### config.mk
export PLATFORM = sky130hd
export DESIGN_NAME = sdram_cmd_pacer
export DESIGN_NICKNAME = d
export VERILOG_FILES = /design/src/rtl/pacer_pkg.sv /design/src/rtl/pacer_timer.sv /design/src/rtl/pacer_bank.sv /design/src/rtl/pacer_refresh_due.sv /design/src/rtl/sdram_cmd_pacer.sv
export SDC_FILE = /design/constraint.sdc
export NUM_CORES = 1
export LEC_CHECK = 0
export CORE_MARGIN = 2
export CORE_UTILIZATION = 35
export DETAILED_ROUTE_END_ITERATION = 8
export PLACE_DENSITY = 0.57
export SYNTH_ARGS = -nofsm -noshare
export SYNTH_HDL_FRONTEND = slang
export SYNTH_HIERARCHICAL = 1
export SYNTH_SLANG_ARGS = --single-unit
### constraint.sdc
create_clock -name clk -period 3 [get_ports clk]
set_input_delay 0.9 -clock clk [delete_from_list [all_inputs] [get_ports clk]]
set_output_delay 0.9 -clock clk [all_outputs]
set_load 0.05 [all_outputs]
### src/rtl/pacer_pkg.sv
package pacer_pkg;

   typedef enum logic [2:0] {
      CMD_NONE = 3'd0,
      CMD_ACT  = 3'd1,
      CMD_RD   = 3'd2,
      CMD_WR   = 3'd3,
      CMD_PRE  = 3'd4,
      CMD_MODE = 3'd5,
      CMD_PALL = 3'd6,
      CMD_REF  = 3'd7
   } pacer_cmd_e;

   // whole clocks covering a spacing given in picoseconds
   function automatic int ps_to_cyc(input int t_ps, input int tck_ps);
      return (t_ps + tck_ps - 1) / tck_ps;
   endfunction

endpackage

### src/rtl/pacer_timer.sv
module pacer_timer #(
   parameter int CYC      = 2,
   parameter bit RST_FULL = 1'b0
) (
   input  logic clk,
   input  logic rst,
   input  logic start,
   output logic idle
);

   generate
      if (CYC <= 1) begin : g_pass
         assign idle = 1'b1;
      end else begin : g_count
         localparam int W = $clog2(CYC);
         localparam logic [W-1:0] LOADV = W'(CYC - 1);
         logic [W-1:0] cnt;

         always_ff @(posedge clk) begin
            if (rst)              cnt <= RST_FULL ? LOADV : '0;
            else if (start)       cnt <= LOADV;
            else if (cnt != '0)   cnt <= cnt - 1'b1;
         end

         assign idle = (cnt == '0);


         timer_range_chk: assert property (@(posedge clk) disable iff (rst)
            cnt <= LOADV);
      end
   endgenerate

endmodule

### src/rtl/pacer_bank.sv
module pacer_bank #(
   parameter int RCD = 2,
   parameter int RAS = 5,
   parameter int RC  = 7,
   parameter int RP  = 2
) (
   input  logic clk,
   input  logic rst,
   input  logic act,
   input  logic pre,
   output logic is_open,
   output logic rw_ok,
   output logic pre_ok,
   output logic act_ok,
   output logic rp_ok
);

   logic rc_ok;

   pacer_timer #(.CYC(RCD), .RST_FULL(1'b0)) u_rcd (.clk(clk), .rst(rst), .start(act), .idle(rw_ok));
   pacer_timer #(.CYC(RAS), .RST_FULL(1'b0)) u_ras (.clk(clk), .rst(rst), .start(act), .idle(pre_ok));
   pacer_timer #(.CYC(RC),  .RST_FULL(1'b0)) u_rc  (.clk(clk), .rst(rst), .start(act), .idle(rc_ok));
   pacer_timer #(.CYC(RP),  .RST_FULL(1'b0)) u_rp  (.clk(clk), .rst(rst), .start(pre), .idle(rp_ok));

   assign act_ok = rc_ok & rp_ok;

   always_ff @(posedge clk) begin
      if (rst)      is_open <= 1'b0;
      else if (act) is_open <= 1'b1;
      else if (pre) is_open <= 1'b0;
   end


   act_spacing_chk: assert property (@(posedge clk) disable iff (rst)
      act |-> (rc_ok && rp_ok));


   pre_ras_chk: assert property (@(posedge clk) disable iff (rst)
      (pre && is_open) |-> pre_ok);

endmodule

### src/rtl/pacer_refresh_due.sv
module pacer_refresh_due #(
   parameter int REFI_CYC = 1560,
   parameter int MAX_OWED = 8
) (
   input  logic clk,
   input  logic rst,
   input  logic ref_done,
   output logic owed_nz
);

   localparam int CW = $clog2(REFI_CYC);
   localparam int OW = $clog2(MAX_OWED + 1);
   localparam logic [CW-1:0] LAST = CW'(REFI_CYC - 1);
   localparam logic [OW-1:0] CAP  = OW'(MAX_OWED);

   logic [CW-1:0] tick_cnt;
   logic [OW-1:0] owed;
   logic          tick;

   assign tick    = (tick_cnt == LAST);
   assign owed_nz = (owed != '0);

   always_ff @(posedge clk) begin
      if (rst) begin
         tick_cnt <= '0;
         owed     <= '0;
      end else begin
         tick_cnt <= tick ? '0 : tick_cnt + 1'b1;
         case ({tick, ref_done})
            2'b10:   if (owed != CAP) owed <= owed + 1'b1;
            2'b01:   owed <= owed - 1'b1;
            default: owed <= owed;
         endcase
      end
   end


   owed_cap_chk: assert property (@(posedge clk) disable iff (rst)
      owed <= CAP);


   ref_only_owed_chk: assert property (@(posedge clk) disable iff (rst)
      ref_done |-> owed_nz);

endmodule

### src/rtl/sdram_cmd_pacer.sv
module sdram_cmd_pacer #(
   parameter int BANK_W    = 2,
   parameter int TCK_PS    = 10000,
   parameter int T_RCD_PS  = 20000,
   parameter int T_RP_PS   = 20000,
   parameter int T_RRD_PS  = 15000,
   parameter int T_RAS_PS  = 45000,
   parameter int T_RC_PS   = 65000,
   parameter int T_RFC_PS  = 75000,
   parameter int T_REFI_PS = 15600000,
   parameter int MRD_CYC   = 2,
   parameter int DLL_CYC   = 200,
   parameter int MAX_OWED  = 8
) (
   input  logic              clk,
   input  logic              rst,
   input  logic              dll_relock,
   input  logic              req_valid,
   input  logic [2:0]        req_cmd,
   input  logic [BANK_W-1:0] req_bank,
   output logic              req_ready,
   output logic              cmd_valid,
   output logic [2:0]        cmd_code,
   output logic [BANK_W-1:0] cmd_bank
);
   import pacer_pkg::*;

   localparam int BANKS    = 1 << BANK_W;
   localparam int RCD_CYC  = ps_to_cyc(T_RCD_PS, TCK_PS);
   localparam int RP_CYC   = ps_to_cyc(T_RP_PS, TCK_PS);
   localparam int RRD_CYC  = ps_to_cyc(T_RRD_PS, TCK_PS);
   localparam int RAS_CYC  = ps_to_cyc(T_RAS_PS, TCK_PS);
   localparam int RC_CYC   = ps_to_cyc(T_RC_PS, TCK_PS);
   localparam int RFC_CYC  = ps_to_cyc(T_RFC_PS, TCK_PS);
   localparam int REFI_CYC = ps_to_cyc(T_REFI_PS, TCK_PS);

   initial begin
      assert (BANK_W >= 1 && BANK_W <= 3) else $error("BANK_W out of range");
      assert (TCK_PS > 0) else $error("TCK_PS must be positive");
      assert (RFC_CYC >= 2 && MRD_CYC >= 2) else $error("RFC/MRD below two clocks");
      assert (REFI_CYC >= 2 && MAX_OWED >= 1) else $error("refresh settings invalid");
   end

   pacer_cmd_e want;
   logic [BANKS-1:0] b_open, b_rw_ok, b_pre_ok, b_act_ok, b_rp_ok, b_act, b_pre;
   logic rrd_idle, mrd_idle, rfc_idle, dll_idle, owed_nz;
   logic global_ok, any_open, all_rp, open_ras_ok, fe_ok, take_fe, do_pall, do_ref;

   assign want = pacer_cmd_e'(req_cmd);

   generate
      for (genvar i = 0; i < BANKS; i++) begin : g_bank
         assign b_act[i] = take_fe && (want == CMD_ACT) && (req_bank == BANK_W'(i));
         assign b_pre[i] = (take_fe && (want == CMD_PRE) && (req_bank == BANK_W'(i))) || do_pall;
         pacer_bank #(.RCD(RCD_CYC), .RAS(RAS_CYC), .RC(RC_CYC), .RP(RP_CYC)) u_bank (
            .clk(clk), .rst(rst), .act(b_act[i]), .pre(b_pre[i]),
            .is_open(b_open[i]), .rw_ok(b_rw_ok[i]), .pre_ok(b_pre_ok[i]),
            .act_ok(b_act_ok[i]), .rp_ok(b_rp_ok[i]));
      end
   endgenerate

   pacer_timer #(.CYC(RRD_CYC), .RST_FULL(1'b0)) u_rrd (.clk(clk), .rst(rst), .start(|b_act), .idle(rrd_idle));
   pacer_timer #(.CYC(MRD_CYC), .RST_FULL(1'b0)) u_mrd (.clk(clk), .rst(rst),
      .start(take_fe && (want == CMD_MODE)), .idle(mrd_idle));
   pacer_timer #(.CYC(RFC_CYC), .RST_FULL(1'b0)) u_rfc (.clk(clk), .rst(rst), .start(do_ref), .idle(rfc_idle));
   pacer_timer #(.CYC(DLL_CYC), .RST_FULL(1'b1)) u_dll (.clk(clk), .rst(rst), .start(dll_relock), .idle(dll_idle));

   pacer_refresh_due #(.REFI_CYC(REFI_CYC), .MAX_OWED(MAX_OWED)) u_due (
      .clk(clk), .rst(rst), .ref_done(do_ref), .owed_nz(owed_nz));

   assign global_ok   = mrd_idle & rfc_idle;
   assign any_open    = |b_open;
   assign all_rp      = &b_rp_ok;
   assign open_ras_ok = &(b_pre_ok | ~b_open);

   always_comb begin
      unique case (want)
         CMD_ACT:  fe_ok = b_act_ok[req_bank] & rrd_idle;
         CMD_RD:   fe_ok = b_rw_ok[req_bank] & dll_idle;
         CMD_WR:   fe_ok = b_rw_ok[req_bank];
         CMD_PRE:  fe_ok = b_pre_ok[req_bank];
         CMD_MODE: fe_ok = all_rp;
         default:  fe_ok = 1'b0;
      endcase
   end

   assign req_ready = !owed_nz && global_ok && fe_ok;
   assign take_fe   = req_valid && req_ready;
   assign do_pall   = owed_nz && global_ok && any_open && open_ras_ok;
   assign do_ref    = owed_nz && global_ok && !any_open && all_rp;

   always_ff @(posedge clk) begin
      if (rst) begin
         cmd_valid <= 1'b0;
         cmd_code  <= CMD_NONE;
         cmd_bank  <= '0;
      end else begin
         cmd_valid <= take_fe || do_pall || do_ref;
         cmd_code  <= do_ref ? CMD_REF : do_pall ? CMD_PALL : take_fe ? want : CMD_NONE;
         cmd_bank  <= take_fe ? req_bank : '0;
      end
   end


   refresh_prio_chk: assert property (@(posedge clk) disable iff (rst)
      owed_nz |-> !req_ready);


   ref_closed_chk: assert property (@(posedge clk) disable iff (rst)
      do_ref |-> (!any_open && !do_pall));


   rfc_block_chk: assert property (@(posedge clk) disable iff (rst)
      do_ref |=> (!take_fe && !do_ref && !do_pall));


   mrd_hold_chk: assert property (@(posedge clk) disable iff (rst)
      (take_fe && want == CMD_MODE) |=> !(take_fe || do_pall || do_ref));

endmodule

**After elaboration in Yosys (flattened, before gate mapping)**

Cells that the tools add are included.

- Shift-type cells: 0
- $add $sub $neg: 23
- Equal/unequal tests: 13
- $mul: 0
- Reduce and logical (&&, ||, !) cells: 75
- Div/mod/pow operators: 0
- Bitwise logic cells: 20
- Mux-type cells: 58
- Magnitude comparators: 1

Operators by type and width:

| operator | number |
|---|---|
| $mux W3 | 21 |
| $mux W1 | 31 |
| $reduce_bool A2 Y1 | 14 |
| $logic_not A3 Y1 | 9 |
| $reduce_bool A3 Y1 | 9 |
| $sub A3 B1 Y3 const B | 9 |
| $logic_and A1 B1 Y1 | 19 |
| $reduce_or A2 Y1 | 7 |
| $add A11 B1 Y11 const B | 1 |
| $eq A11 B11 Y1 const B | 1 |
| $not A1 Y1 | 11 |
| $sub A1 B1 Y1 const B | 10 |
| $logic_not A8 Y1 | 1 |
| $pmux W4 S2 | 1 |
| $reduce_and A4 Y1 | 2 |
| $reduce_bool A8 Y1 | 1 |
| $reduce_or A4 Y1 | 2 |
| $sub A8 B1 Y8 const B | 1 |
| $and A1 B1 Y1 | 7 |
| $bmux W1 S2 | 3 |
| $eq A2 B2 Y1 const B | 3 |
| $eq A3 B2 Y1 const B | 2 |
| $eq A3 B3 Y1 const B | 2 |
| $logic_or A1 B1 Y1 | 6 |
| 15 further kinds | 17 |

- Memories: 0
- Memory bits (read-only): 0
- Logic and storage cells: 227
- Latch bits: 0
- Input port bits: 9
- Bits in writable memories: 0
- Output and inout port bits: 7
- Register bits after elaboration: 70

**Longest topological paths before layout**

Gate-level depths: netlist of run 1.

- Depth in word-level cells: 13
- Gate-level depth with buffers: 14
- Gate-level depth less buffers: 14

**Cells and area by module**

Netlist of run 1, hierarchy kept.

By module, submodules not included:

| module | cells an instance | seq. area each (µm²) | area an instance (µm²) | times used |
|---|---|---|---|---|
| pacer_refresh_due | 82 | 300.3 | 773.2 | 1 |
| pacer_timer at g_bank[0].u_bank.u_ras ... | 17 | 60.1 | 166.4 | 4 |
| sdram_cmd_pacer | 71 | 120.1 | 636.9 | 1 |
| pacer_timer at g_bank[0].u_bank.u_rc ... | 16 | 60.1 | 150.1 | 4 |
| pacer_timer at u_dll | 46 | 160.2 | 395.4 | 1 |
| pacer_timer at g_bank[0].u_bank.u_rcd ... | 3 | 20.0 | 37.5 | 10 |
| pacer_bank | 5 | 20.0 | 45.0 | 4 |
| pacer_timer at u_rfc | 18 | 60.1 | 168.9 | 1 |

**Worst setup path after synthesis of run 1**

Ideal clock, no wire load.

- Path type: register to output
- Start: reg u_dll.g_count.cnt[0]
- End: out req_ready
- Data required time: 2.100 ns
- Stages on the path, launching flop included: 10
- Data arrival time: 4.071 ns
- Buffers on the path: 1
- Path slack: -1.971 ns
- Cell sequence: dfxtp_1 -> inv_1 -> ha_1 -> or4b_1 -> buf_2 -> nor2_2 -> or2_2 -> a32o_1 -> a21oi_2 -> a2111oi_0

- Longest elaborated chain between the ends: 4

Ends and longest elaborated chain:

| element | line | source |
|---|---|---|
| start, declared | pacer_timer.sv:17 | `logic [W-1:0] cnt;` |
| start signal, assigned | pacer_timer.sv:20 | `if (rst) cnt <= RST_FULL ? LOADV : '0;` |
| start signal, assigned | pacer_timer.sv:22 | `else if (cnt != '0) cnt <= cnt - 1'b1;` |
| $logic_not A8 Y1 | pacer_timer.sv:25 | `assign idle = (cnt == '0);` |
| net dll_idle | sdram_cmd_pacer.sv:46 | `logic rrd_idle, mrd_idle, rfc_idle, dll_idle, owed_nz;` |
| $and A1 B1 Y1 | sdram_cmd_pacer.sv:79 | `CMD_RD: fe_ok = b_rw_ok[req_bank] & dll_idle;` |
| $pmux W1 S5 | sdram_cmd_pacer.sv:77 | `unique case (want)` |
| $logic_and A1 B1 Y1 | sdram_cmd_pacer.sv:87 | `assign req_ready = !owed_nz && global_ok && fe_ok;` |
| end, declared | sdram_cmd_pacer.sv:21 | `output logic req_ready,` |

The timed path passes the listed nets, and every way through them passes these cells.

**Worst setup path in the final report of run 1**

- Start: in req_cmd[2]
- End: out req_ready

- Longest elaborated chain between the ends: 3
- Elaborated cells on any way between the ends: 7
- Those cells by class: eq/ne (5); mux (1); reduce/logical (1)

Ends and longest elaborated chain:

| element | line | source |
|---|---|---|
| start, declared | sdram_cmd_pacer.sv:19 | `input logic [2:0] req_cmd,` |
| $eq A3 B3 Y1, or another cell as far along | sdram_cmd_pacer.sv:77 |  |
| $pmux W1 S5 * | sdram_cmd_pacer.sv:77 |  |
| $logic_and A1 B1 Y1 * | sdram_cmd_pacer.sv:87 |  |

Every way passes the cells marked *; elsewhere a longest branch is shown, timed or not.

==> results of run 1 <==
==> stage by stage <==
| step | instances | area, µm² |
|---|---|---|
| 3_5_place_dp | 591 | 4470 |
| 6_report | 607 | 4720 |
| 4_1_cts | 607 | 4720 |
| 5_1_grt | 607 | 4720 |
| 2_1_floorplan | 399 | 3860 |
| 3_3_place_gp | 591 | 4470 |
==> final timing paths <==
kind,from,to,slack [ns],cells after the start
setup / recovery,req_cmd[2],req_ready,-0.31,6
hold / removal,u_due/tick_cnt[0]$_SDFF_PP0_,u_due/tick_cnt[0]$_SDFF_PP0_,0.46,1
setup reg to reg,g_bank[0].u_bank/u_rc/g_count.cnt[0]$_SDFFE_PP0P_,g_bank[2].u_bank/u_ras/g_count.cnt[1]$_SDFFE_PP0P_,0.31,11
hold reg to reg,u_due/tick_cnt[0]$_SDFF_PP0_,u_due/tick_cnt[0]$_SDFF_PP0_,0.46,1
==> registers in the layout, indices dropped and copies added (netlist names) <==
register	flops
cmd_bank	2
cmd_code	3
cmd_valid	1
g_bank.u_bank/is_open	4
g_bank.u_bank/u_ras/g_count.cnt	12
g_bank.u_bank/u_rc/g_count.cnt	12
g_bank.u_bank/u_rcd/g_count.cnt	4
g_bank.u_bank/u_rp/g_count.cnt	4
u_dll/g_count.cnt	8
u_due/owed	4
u_due/tick_cnt	11
u_mrd/g_count.cnt	1
u_rfc/g_count.cnt	3
u_rrd/g_count.cnt	1
==> metal layers <==
metal	wire length, µm	GRT usage, %	part of all wire (%)	vias up
met4	67	5.40	0.88	0
li1	-	-	-	1502
met5	0	0	0	-
met2	3560	22.5	47	29
met3	232	3.50	3.0	5
met1	3750	18.7	49	1377
==> cell type report <==
cell class,instances,share of cell area [%]
timing repair buffer,58,10.1
inverter,65,5.17
tap,140,3.71
sequential,70,29.8
clock inverter,5,1.72
clock buffer,11,3.21
multi-input combinational,258,46.3
==> what timing repair did <==
action | CTS | global route
hold endpoints to repair | 0 | 0
pin swaps | 0 | 0
hold buffers | 0 | 0
gates resized for setup | 11 | 5
endpoints found under the setup margin | 19 | 1
==> cells in the final DEF, fill, tap and decap left out, drive strengths merged, types with 3 or more instances in the layout <==
cell type / count
dfxtp: 70
inv: 65
buf: 46
nor2: 29
ha: 25
nor2b: 19
nor3: 16
xor2: 15
a21oi: 15
clkbuf: 11
mux2i: 9
clkdlybuf4s50: 9
o21ai: 8
nand2: 7
nand2b: 7
a31oi: 7
mux2: 7
nand4: 6
nand3: 6
a2111oi: 6
and3: 5
and2: 5
xnor2: 5
or4b: 5
o22ai: 4
nor4b: 4
nor4: 3
and4: 3
mux4: 3
dlygate4sd2: 3
o31ai: 3
or2: 3
nor3b: 3
==> Yosys cell counts, types with 3 or more instances <==
cell type,count
a21oi_1,10
a2111oi_2,4
and2_1,5
nand3_1,5
xnor2_1,5
nor4_1,3
mux2_2,5
dfxtp_1,70
nand2b_1,7
inv_1,65
nor2b_1,9
or2_2,3
mux2i_1,9
a21oi_2,5
a31oi_1,7
buf_2,5
or4b_1,5
ha_1,25
nor2_1,28
xor2_1,15
and3_1,5
o21ai_0,8
nor3_1,15
nand2_1,7
nand4_1,6
nor4b_1,3
o22ai_1,4
and4_1,3
nor2b_4,10
==> power by group through the flow <==
stage                     clock (mW)  combinational, mW  sequential (mW)
final                          0.882               1.16             1.12
after floorplan                    0              0.759             1.17
after global routing           0.953               1.30             1.14
after global placement             0               1.12             1.14
after detailed placement           0               1.15             1.14
after CTS                      0.921               1.16             1.12
==> logic make-up after synthesis <==
family / after synthesis / share of synthesized area (%)
AND/OR/NAND/NOR: 134 / 23.8
buffers and inverters: 71 / 7.18
flip-flops: 70 / 36.9
AO/OA/AOI/OAI: 60 / 12.8
adder cells (fa/ha/maj): 25 / 8.24
XOR/XNOR: 20 / 4.61
multiplexers: 19 / 6.53
==> worst reg2reg max path: cells and delay by family (launching register included) <==
family | cells | cell delay [ns]
DFF | 1 | 0.38
muxes | 1 | 0.44
and+or+nand+nor | 3 | 0.29
AOI/OAI and AO/OA | 3 | 0.80
buffers and inverters | 3 | 0.47
adders and majority gates | 1 | 0.21
==> flow_summary.toml, run 1 <==
[clock_tree]
ctsRootBufferMaster = "clkbuf_8"
cts_buffer_depth = 2
htree_levels = 3
insertion_delay_ns = 0.35
clock-sinks = 70
cts_setup_buffers = 0
tritoncts = "done"
cts_inserted_buffers = 9
path_clk_slew_ns = 0.08

[power]
p_switching_mw = 1.05
p_int_mw = 2.11
p_seq_share_pct = 35.5
p_per_area_mw_per_mm2 = 671
vdd.ir_drop.worst_mv = 0.284
sw_frac_of_total_pct = 33.2
leakage_nw = 1.87
p_total_mw = 3.16
clockPowerShare_pct = 27.9
comb_power_share_pct = 36.6

[logic_synthesis]
synthTopCellsByArea = "dfxtp_1 (37%), ha_1 (8.2%), inv_1 (6.4%), nor2b_4 (3.6%), xor2_1 (3.5%)"
async_flop_share_pct = 0
ys_types = 63
yosys_most_used_dff = "dfxtp_1"
syn_area_per_cell_um2 = 9.51
ys_seq_area_share_pct = 36.9
synth-seq-cells = 70
synth_top_area_share_pct = 36.9
syn_area_mm2 = 0.00380
yosysWarnings = 6
synth_cells = 399
yosysTopAreaCell = "dfxtp_1"
synth-edff-count = 0
syn_nets = 433

[worst_setup_path]
cp.arrival_ns = 2.41
crit_family = "buffers and inverters"
slowest_stage = "clkdlybuf4s50_1"
crit_path_end_kind = "output port"
path_buf_inv = 2
crit_chain = "clkdlybuf4s50_1 -> and4bb_2 -> a32o_2 -> a21oi_4 -> a2111oi_4 -> buf_6"
max_stage_delay_ns = 0.43
critPathLaunchType = "primary input"
crit_fanout = 2
critical_path_class = "primary input to output port"
required_ns = 2.10

[sta]
fin_skew_ns = 0.0153
worstMarginPinSlew_ns = 0.691
worst_slack_ns = -0.310
setup_viol = 1
hold_violations = 0
slew_viol_final = 0
post-route-period-util_pct = 110
min_period_ns = 3.31
rsz0062_at_grt = "true"
fmax_ghz = 0.302
tns_ns = -0.310
hold_ws_ns = 0.455
maxSlewHeadroom_pct = 53.9

[global_routing]
grt_pass1_wl_mm = 13.2
grt_pass1_vias = 2780
overflow = 0
grt_max_degree = 33
grt_usage_pct = 14.2
antenna_found_initial = 0

[layout]
multi_input_area_mm2 = 0.00219
final_core_util_pct = 44.1
drive_gt1_share_pct = 24.6
syn2layout_area_growth_pct = 24.3
regArea_mm2 = 0.00140
fin_nets = 496
antenna_cells = 0
nFillCells = 1032

[status]
status = "complete, but fails checks"
violations = "negative setup slack"

[placement]
gp_congestion = 0.817
hpwl_mm = 5.68
io_buffers = 15
place_ws_ns = -0.750

[floorplan]
dieHeight_um = 108
die-area_mm2 = 0.0117
die_x_um = 108
core_mm2 = 0.0107
initial_core_util_pct = 35.5
rows = 38
io_pins = 16

[min_path]
hold_path_class = "register to register"

[drt]
route.vias.total = 2913
wl_per_cell_um = 12.5
routed_wl_mm = 7.61
firstDrtPassIters = 4
initialDrtViolationCount = 109
drc_errors = 0
antenna_left = 0
via_per_inst = 4.80

[job]
drv_cap = 0
(Power assumes the default switching activity.)
==> run 2, diff against run 1 <==
--- a/config.mk
+++ b/config.mk
@@ -5,7 +5,6 @@
 export SDC_FILE = /design/constraint.sdc
 export NUM_CORES = 1
 export LEC_CHECK = 0
-export CORE_MARGIN = 2
 export CORE_UTILIZATION = 35
 export DETAILED_ROUTE_END_ITERATION = 8
 export PLACE_DENSITY = 0.57
@@ -13,3 +12,4 @@
 export SYNTH_HDL_FRONTEND = slang
 export SYNTH_HIERARCHICAL = 1
 export SYNTH_SLANG_ARGS = --single-unit
+export TNS_END_PERCENT = 100
==> run 2 against run 1 <==
The run still ends with negative setup slack left. Via count increased by 2.0%. Cell count increased by 0.82%. Sequential power about the same. Critical endpoint unchanged. Fmax increased by 4.0%.
==> flow_summary.toml, run 2 (synthesis gave the netlist of run 1 again) <==
[status]
status = "complete, but fails checks"
violations = "negative setup slack"

[sta]
rsz0062_at_grt = "true"
worst_slack_ns = -0.183
slew_viol_final = 0
setup_viol = 1
post-route-period-util_pct = 106
fin_skew_ns = 0.0117
min_period_ns = 3.18
hold_violations = 0
tns_ns = -0.183
fmax_ghz = 0.314
maxSlewHeadroom_pct = 58.6
worstMarginPinSlew_ns = 0.620
hold_ws_ns = 0.450

[power]
vdd.ir_drop.worst_mv = 0.233
p_switching_mw = 1.08
p_per_area_mw_per_mm2 = 677
p_seq_share_pct = 34.3
sw_frac_of_total_pct = 32.8
clockPowerShare_pct = 26.5
leakage_nw = 1.92
p_int_mw = 2.21
comb_power_share_pct = 39.2

[drt]
wl_per_cell_um = 12.7
drc_errors = 0
routed_wl_mm = 7.77
via_per_inst = 4.86
route.vias.total = 2972
firstDrtPassIters = 5
antenna_left = 0
initialDrtViolationCount = 97

[layout]
reg_top3 = "g_bank.u_bank/u_ras/g_count.cnt: 12 flops, g_bank.u_bank/u_rc/g_count.cnt: 12 flops, u_due/tick_cnt: 11 flops"
nFillCells = 1011
final_cell_mix = "inv_1 (61), dfxtp_1 (55), buf_4 (51)"
fin_cells = 612
antenna_cells = 0
multi_input_area_mm2 = 0.00224
syn2layout_area_growth_pct = 27.9
final_common_cell = "inv_1"
regArea_mm2 = 0.00142
fin_nets = 505
drive_gt1_share_pct = 30.5

[clock_tree]
insertion_delay_ns = 0.36
path_clk_slew_ns = 0.08
ctsRootBufferMaster = "clkbuf_8"
cts_buffer_depth = 2
cts_inserted_buffers = 9
tritoncts = "done"
clock-sinks = 70
htree_levels = 3

[placement]
dp_cells = 590
gp_congestion = 0.797
hpwl_mm = 5.77
place_ws_ns = -0.756
io_buffers = 15

[worst_setup_path]
crit_family = "multiplexers"
critical_path_class = "primary input to output port"
path_buf_inv = 2
crit_path_end_kind = "output port"
crit_fanout = 5
crit_chain = "dlygate4sd2_1 -> mux4_2 -> mux2_4 -> a21oi_4 -> a2111oi_4 -> buf_6"
ff2ff_setup_slack_ns = 0.33
max_stage_delay_ns = 0.34
required_ns = 2.10
critPathLaunchType = "primary input"
cp.arrival_ns = 2.28
slowest_stage = "dlygate4sd2_1"

[job]
drv_cap = 0

[global_routing]
grt_max_degree = 28
overflow = 0
antenna_found_initial = 0
grt_pass1_vias = 2910
grt_pass1_wl_mm = 13.3
grt_usage_pct = 15.1

[floorplan]
rows = 37
dieHeight_um = 106
die_x_um = 106
initial_core_util_pct = 36.4
io_pins = 16
die-area_mm2 = 0.0113
core_mm2 = 0.0104

[min_path]
hold_path_class = "register to register"
## run 2: worst paths after layout
check,start,end,cells past startpoint
hold reg to reg,u_due/tick_cnt[0]$_SDFF_PP0_,u_due/tick_cnt[0]$_SDFF_PP0_,1
hold / removal,u_due/tick_cnt[0]$_SDFF_PP0_,u_due/tick_cnt[0]$_SDFF_PP0_,1
setup reg to reg,u_dll/g_count.cnt[0]$_SDFFE_PP1N_,g_bank[3].u_bank/u_rc/g_count.cnt[2]$_SDFFE_PP0P_,13
setup / recovery,req_bank[1],req_ready,6
## run 2: stage by stage
step / power (mW) / area (µm²) / util [%]
floorplan: 1.93 / 3860 / -
global placement: 2.27 / 4490 / 43.1
detailed placement: 2.30 / 4490 / 43.1
CTS: 3.27 / 4810 / 46.2
global route: 3.52 / 4850 / 46.6
finish: 3.29 / 4850 / 46.6
## run 2: layer usage
layer	part of all wire, %	up-vias	track usage (%)
li1	-	1527	-
met3	3.1	11	4.60
met2	48	29	24.8
met1	48	1405	18.5
met4	1.2	0	5.56
met5	0	-	0
## run 2: cell type report
class / count / area share, %
Sequential cell: 70 / 29.3
Inverter: 65 / 5.03
Clock inverter: 5 / 1.68
Multi-Input combinational cell: 258 / 46.2
Clock buffer: 11 / 3.12
Tap cell: 136 / 3.51
Timing Repair Buffer: 67 / 11.2
## run 2: repair_timing
item                       4_1_cts  5_1_grt
buffers inserted                 5        1
resized for setup               36        6
pin swaps                        8        2
setup endpoints to repair       28        1
hold buffers                     0        0
## run 2: power by group through the flow
stage | Combinational (mW) | Clock (mW) | Sequential, mW
2_1_floorplan | 0.759 | 0 | 1.17
3_3_place_gp | 1.13 | 0 | 1.14
3_5_place_dp | 1.16 | 0 | 1.14
4_1_cts | 1.24 | 0.903 | 1.13
5_1_grt | 1.43 | 0.949 | 1.15
6_report | 1.29 | 0.872 | 1.13
## run 2: worst register-to-register path, stage by stage, from the launching register on
cell	delay, ns
dfxtp_2	0.33
inv_2	0.06
ha_4	0.12
or4b_4	0.48
nor2_4	0.11
or2_4	0.12
a32o_2	0.20
buf_4	0.13
o31ai_4	0.06
buf_4	0.18
nor3_1	0.42
buf_4	0.21
inv_1	0.05
a21oi_1	0.13
==> run 3, diff against run 2 <==
--- a/config.mk
+++ b/config.mk
@@ -5,6 +5,7 @@
 export SDC_FILE = /design/constraint.sdc
 export NUM_CORES = 1
 export LEC_CHECK = 0
+export ABC_CLOCK_PERIOD_IN_PS = 3000
 export CORE_UTILIZATION = 35
 export DETAILED_ROUTE_END_ITERATION = 8
 export PLACE_DENSITY = 0.57
==> results of run 3 <==
The final DEF is identical to that of run 2; final timing and power are the same.
